==> src/rtl/abi_pkg.sv <==
package abi_pkg;

  // One stage of the delay line
  typedef struct packed {
    logic data;
    logic valid;
    logic start;
    logic even;
  } abiSlot_t;

  // Strobes from control to datapath
  typedef struct packed {
    logic tagEven;  // incoming bit sits at an even position
    logic flip;     // invert the bit now leaving the head
    logic decOut;   // decision for the bit now leaving the head
  } abiStrobe_t;

endpackage

==> src/rtl/abi_ctrl.sv <==
module abi_ctrl
  import abi_pkg::*;
#(
  parameter int WORD_LEN = 8
) (
  input  logic       clk,
  input  logic       rst_n,
  input  logic       inValid,
  input  logic       inStart,
  input  logic       decBit,
  input  logic       decValid,
  input  logic       headValid,
  input  logic       headStart,
  input  logic       headEven,
  output abiStrobe_t strobe
);

  localparam int POS_W = $clog2(WORD_LEN + 1) + 1;

  logic [POS_W-1:0] posCnt;
  logic [POS_W-1:0] posNow;
  logic             decPend;
  logic             wordDec;
  logic             activeDec;
  logic             curDec;
  logic             headFirst;

  // Position of the incoming bit: 1 at word start, else one past the last valid bit
  always_comb begin
    posNow = inStart ? POS_W'(1) : posCnt + POS_W'(1);
  end

  always_ff @(posedge clk or negedge rst_n) begin
    if (!rst_n) begin
      posCnt <= '0;
    end else if (inValid) begin
      posCnt <= posNow;
    end
  end

  // Latest delivered decision, with a bypass for the cycle the word leaves
  always_ff @(posedge clk or negedge rst_n) begin
    if (!rst_n) begin
      decPend <= 1'b0;
    end else if (decValid) begin
      decPend <= decBit;
    end
  end

  assign activeDec = decValid ? decBit : decPend;
  assign headFirst = headValid & headStart;

  // Decision frozen for the word once its first bit leaves the head
  always_ff @(posedge clk or negedge rst_n) begin
    if (!rst_n) begin
      wordDec <= 1'b0;
    end else if (headFirst) begin
      wordDec <= activeDec;
    end
  end

  assign curDec = headFirst ? activeDec : wordDec;

  always_comb begin
    strobe.tagEven = inValid & ~posNow[0];
    strobe.flip    = headValid & headEven & curDec;
    strobe.decOut  = headValid & curDec;
  end

endmodule

==> src/rtl/abi_datapath.sv <==
module abi_datapath
  import abi_pkg::*;
#(
  parameter int WORD_LEN = 8
) (
  input  logic       clk,
  input  logic       rst_n,
  input  logic       inBit,
  input  logic       inValid,
  input  logic       inStart,
  input  abiStrobe_t strobe,
  output logic       headValid,
  output logic       headStart,
  output logic       headEven,
  output logic       outBit,
  output logic       outValid,
  output logic       outStart,
  output logic       outDec
);

  localparam int DEPTH = WORD_LEN;

  abiSlot_t line [DEPTH];
  abiSlot_t head;

  always_ff @(posedge clk or negedge rst_n) begin
    if (!rst_n) begin
      line[0] <= '0;
    end else begin
      line[0].data  <= inBit & inValid;
      line[0].valid <= inValid;
      line[0].start <= inStart & inValid;
      line[0].even  <= strobe.tagEven;
    end
  end

  for (genvar s = 1; s < DEPTH; s++) begin : g_stage
    always_ff @(posedge clk or negedge rst_n) begin
      if (!rst_n) begin
        line[s] <= '0;
      end else begin
        line[s] <= line[s-1];
      end
    end
  end

  assign head      = line[DEPTH-1];
  assign headValid = head.valid;
  assign headStart = head.start;
  assign headEven  = head.even;

  always_ff @(posedge clk or negedge rst_n) begin
    if (!rst_n) begin
      outBit   <= 1'b0;
      outValid <= 1'b0;
      outStart <= 1'b0;
      outDec   <= 1'b0;
    end else begin
      outBit   <= head.data ^ strobe.flip;
      outValid <= head.valid;
      outStart <= head.start;
      outDec   <= strobe.decOut;
    end
  end

endmodule

==> src/rtl/abi_codec.sv <==
module abi_codec
  import abi_pkg::*;
#(
  parameter int WORD_LEN = 8
) (
  input  logic clk,
  input  logic rst_n,
  input  logic inBit,
  input  logic inValid,
  input  logic inStart,
  input  logic decBit,
  input  logic decValid,
  output logic outBit,
  output logic outValid,
  output logic outStart,
  output logic outDec
);

  abiStrobe_t strobe;
  logic       headValid;
  logic       headStart;
  logic       headEven;

  abi_ctrl #(.WORD_LEN(WORD_LEN)) u_ctrl (
    .clk       (clk),
    .rst_n     (rst_n),
    .inValid   (inValid),
    .inStart   (inStart),
    .decBit    (decBit),
    .decValid  (decValid),
    .headValid (headValid),
    .headStart (headStart),
    .headEven  (headEven),
    .strobe    (strobe)
  );

  abi_datapath #(.WORD_LEN(WORD_LEN)) u_datapath (
    .clk       (clk),
    .rst_n     (rst_n),
    .inBit     (inBit),
    .inValid   (inValid),
    .inStart   (inStart),
    .strobe    (strobe),
    .headValid (headValid),
    .headStart (headStart),
    .headEven  (headEven),
    .outBit    (outBit),
    .outValid  (outValid),
    .outStart  (outStart),
    .outDec    (outDec)
  );

endmodule

==> config.mk <==
export PLATFORM = sky130hd
export DESIGN_NAME = abi_codec
export DESIGN_NICKNAME = d
export VERILOG_FILES = /design/src/rtl/abi_pkg.sv /design/src/rtl/abi_ctrl.sv /design/src/rtl/abi_datapath.sv /design/src/rtl/abi_codec.sv
export SDC_FILE = /design/constraint.sdc
export NUM_CORES = 1
export LEC_CHECK = 0
export BUFFER_PORTS_ARGS = -buffer_cell sky130_fd_sc_hd__buf_2
export CAP_MARGIN = 10
export CORE_MARGIN = 2
export CORE_UTILIZATION = 35
export DETAILED_ROUTE_END_ITERATION = 16
export GPL_ROUTABILITY_DRIVEN = 0
export GPL_TIMING_DRIVEN = 0
export PLACE_DENSITY = 0.49
export SLEW_MARGIN = 25
export SYNTH_ARGS = -nofsm -noshare
export SYNTH_HDL_FRONTEND = slang
export SYNTH_HIERARCHICAL = 1
export SYNTH_SLANG_ARGS = --single-unit
==> constraint.sdc <==
create_clock -name clk -period 1.2 [get_ports clk]
set_input_delay 0.06 -clock clk [delete_from_list [all_inputs] [get_ports clk]]
set_output_delay 0.06 -clock clk [all_outputs]
set_load 0.02 [all_outputs]
Yosys cells after proc, flatten, opt, wreduce, memory -nomap -nowiden

Index checks and enable logic that the tools add are counted.

Logic and storage cells: 52
Register bits: 43

Muxes and demuxes: 3
$add $sub $neg: 1
Bitwise gates (word level): 9

Operators by type and width:

| cell                                                          | number |
|---|---|
| 1-bit bitwise AND                                             | 7 |
| 5-bit by 1-bit adder with 5-bit output, second input constant | 1 |
| 5-bit two-way mux                                             | 1 |
| 1-bit two-way mux                                             | 2 |
| 1-bit inverter                                                | 1 |
| 1-bit bitwise XOR                                             | 1 |

Longest topological paths before layout

Depth after elaboration: 4
Mapped depth: 3

By module

Netlist, hierarchy kept.

By module, submodules not included:

| module       | area an instance (um^2) | times used | seq. area each (um^2) | cells an instance |
|---|---|---|---|---|
| abi_datapath | 922.1                   | 1          | 900.9                 | 39 |
| abi_ctrl     | 151.4                   | 1          | 75.1                  | 15 |

Worst setup path after synthesis

No wires, ideal clock.

Path kind: flip-flop to flip-flop
From: register u_ctrl.decPend
To: register u_datapath.outBit
Data arrival time: 0.828 ns
Path slack: 0.245 ns
Cell stages (with the launch flop): 4
Required time: 1.073 ns
Library setup time: 0.127 ns
Buffers on the path: 0
Clock period less this slack: 0.955 ns
Path through: dfrtp_1 -> mux2i_2 -> a211oi_2 -> xor2_1

RTL lines:

| item                   | RTL line           | RTL |
|---|---|---|
| from (decl)            | abi_ctrl.sv:22     | `logic decPend;` |
| from (signal assigned) | abi_ctrl.sv:46     | `decPend <= decBit;` |
| to (signal assigned)   | abi_datapath.sv:59 | `outBit <= head.data ^ strobe.flip;` |
| to (decl)              | abi_datapath.sv:15 | `output logic outBit,` |

==> impl_metrics.json <==
{
  "synth_area_um2": 1070,
  "critPathMaxStageDelay_ps": 520,
  "syn2layout_area_growth_pct": 20.5,
  "rsz0062_at_grt": "no",
  "min_period_ps": 1090,
  "portBuffers": 10,
  "tightest_slew_ps": 793,
  "setup_viol": 0,
  "start_util_pct": 36.1,
  "via_count": 472,
  "antenna_found_initial": 0,
  "critPathKind": "in -> reg",
  "peakVddDrop_mv": 0.740,
  "yosys_warnings": 6,
  "top_register": "u_datapath/line",
  "synth_fp_nets": 61,
  "max-slew-margin-rel_pct": 47.1,
  "final_net_count": 84,
  "cts_hold_buf": 6,
  "arrival_ps": 1290,
  "hold_viol": 0,
  "crit_path_cell_trace": "dlygate4sd3_1 > buf_2 > mux2i_2 > a211oi_2 > xor2_1",
  "setup_tns_ps": 0,
  "skew_ps": 8.55,
  "clockBufferDepth": 2,
  "fp.dieW_um": 59.4,
  "cap_violations": 0,
  "drive_gt1_share_pct": 25.6,
  "ys_seq_area_share_pct": 90.9,
  "slew_viol_final": 0,
  "avgViaCountPerCell": 4.25,
  "grt_max_degree": 40,
  "cp.required_ps": 1410,
  "worst_path_max_delay_cell": "dlygate4sd3_1",
  "wl_per_cell_um": 10.6,
  "core_region_area_um2": 2980,
  "clk_pin_slew_ps": 110,
  "drt-initial-drc-count": 12,
  "fin_crit_sh_pct": 90.5,
  "grt_pass1_wl_mm": 2.06,
  "power_w": 0.00225,
  "synthCells": 54,
  "dpl.cell_count": 97,
  "drc_errors": 0,
  "firstDrtPassIters": 3,
  "cts_resized": 0,
  "dp_hpwl_um": 653,
  "cts_root_buffer": "clkbuf_4",
  "fillCellCount": 271,
  "synthAdderAreaFrac_pct": 0,
  "grt-ovfl-total": 0,
  "clk_latency_ps": 320,
  "largest_reg_flops": 28,
  "pwr_density_cell_nw_per_um2": 1740,
  "cts_tree": "built",
  "cts_setup_buffers": 0,
  "synthMuxAreaShare_pct": 1.28,
  "ys_types": 12,
  "track_usage_pct": 8.63,
  "num_rows": 20,
  "status": "completed",
  "ant_nets": 0,
  "ioPinCount": 11,
  "ys_ff_latch": 39,
  "p_leak_nw": 0.635,
  "synth_xor_area_share_pct": 0.816,
  "hp-class": "in -> async",
  "critPathMaxFanout": 4,
  "stdcell_count": 111,
  "fp.dieH_um": 59.4,
  "synth_compound_area_share_pct": 4.08,
  "cts_buffers": 5,
  "grt_pass1_vias": 494,
  "end_kind": "register",
  "synth_top_family_by_area": "compound AO/OA/AOI/OAI gates",
  "fmax_mhz": 920,
  "drt-total-wl_mm": 1.18,
  "crit_path_start_kind": "input port",
  "synth_simple_gate_area_share_pct": 2.21,
  "fp.dieArea_um2": 3530,
  "clock_sinks": 39,
  "cts_htree_levels": 2,
  "syn_area_per_cell_um2": 19.9,
  "diodes": 0
}
## cells in the final DEF (no fill, tap or decap)
cell           Yosys  layout
o21ba_2            1       1
nand2_1            1       1
xor2_1             1       1
inv_1              2       2
a21oi_1            2       2
mux2i_2            1       1
and2_1             2       2
dfrtp_1           39      39
o21ai_1            1       1
a211oi_2           1       1
dlygate4sd3_1      0       6
clkbuf_4           0       5
buf_2              0      10
nor2_1             2       2
a31oi_1            1       1
clkbuf_8           0       2
clkbuf_1           0       1
## critical path, delay by kind of cell
kind	cells	cell delay, ps
AO/OA/AOI/OAI	1	120
XOR/XNOR	1	170
buffers and inverters	2	630
multiplexers	1	310
## per-layer routing
| metal | GRT usage [%] | wire length, um | vias up |
|---|---|---|---|
| li1 | - | - | 218 |
| met1 | 9.44 | 531 | 235 |
| met3 | 4.59 | 65 | 5 |
| met5 | 0 | 0 | - |
| met2 | 12.4 | 552 | 14 |
| met4 | 6.82 | 30 | 0 |
## area by class of cell
type | count | area (um2) | share of cell area [%]
Inverter | 2 | 7.51 | 0.580
Multi-Input combinational cell | 13 | 90.1 | 6.96
Clock buffer | 8 | 68.8 | 5.32
Timing Repair Buffer | 16 | 110 | 8.51
Tap cell | 33 | 41.3 | 3.19
Sequential cell | 39 | 976 | 75.4
## per-stage QoR
stage / hold WS (ps) / area (um2) / setup slack, ps / util (%)
2_1_floorplan: -236 / 1070 / 245 / -
3_3_place_gp: 186 / 1160 / 171 / 39.1
3_5_place_dp: 198 / 1160 / 170 / 39.1
4_1_cts: 354 / 1290 / 130 / 43.4
5_1_grt: 368 / 1290 / 78.5 / 43.4
6_report: 352 / 1290 / 113 / 43.4
## report_power, final
part | leakage (nW) | total (W) | internal, W | switching [W]
sequential | 0.488 | 0.00142 | 0.00139 | 0.0000263
combinational | 0.108 | 0.000111 | 0.0000460 | 0.0000652
clock | 0.0386 | 0.000718 | 0.000345 | 0.000373
total | 0.635 | 0.00225 | 0.00178 | 0.000465
## Yosys cell counts
master	number	area share, %
a21oi_1	2	0.93
inv_1	2	0.70
a211oi_2	1	1.2
dfrtp_1	39	91
xor2_1	1	0.82
and2_1	2	1.2
a31oi_1	1	0.58
o21ai_1	1	0.47
mux2i_2	1	1.3
o21ba_2	1	0.93
nand2_1	1	0.35
nor2_1	2	0.70
## logic make-up after synthesis
family | after synthesis
mux | 1
xor+xnor | 1
buf+inv | 2
compound gates | 6
flops | 39
simple gates | 5
## path summary, 6_finish.rpt
path                       cells past startpoint                   to           startpoint  slack, ps
min                                            2  u_datapath/outValid                rst_n        350
max in group asynchronous                      2  u_datapath/headEven                rst_n        350
max reg2reg                                    3    u_datapath/outBit       u_ctrl/decPend        140
min reg2reg                                    0   u_datapath/line[9]  u_datapath/line[13]        350
max                                            5    u_datapath/outBit             decValid        110
min in group clk                               0   u_datapath/line[9]  u_datapath/line[13]        350
(Power assumes the default switching activity.)
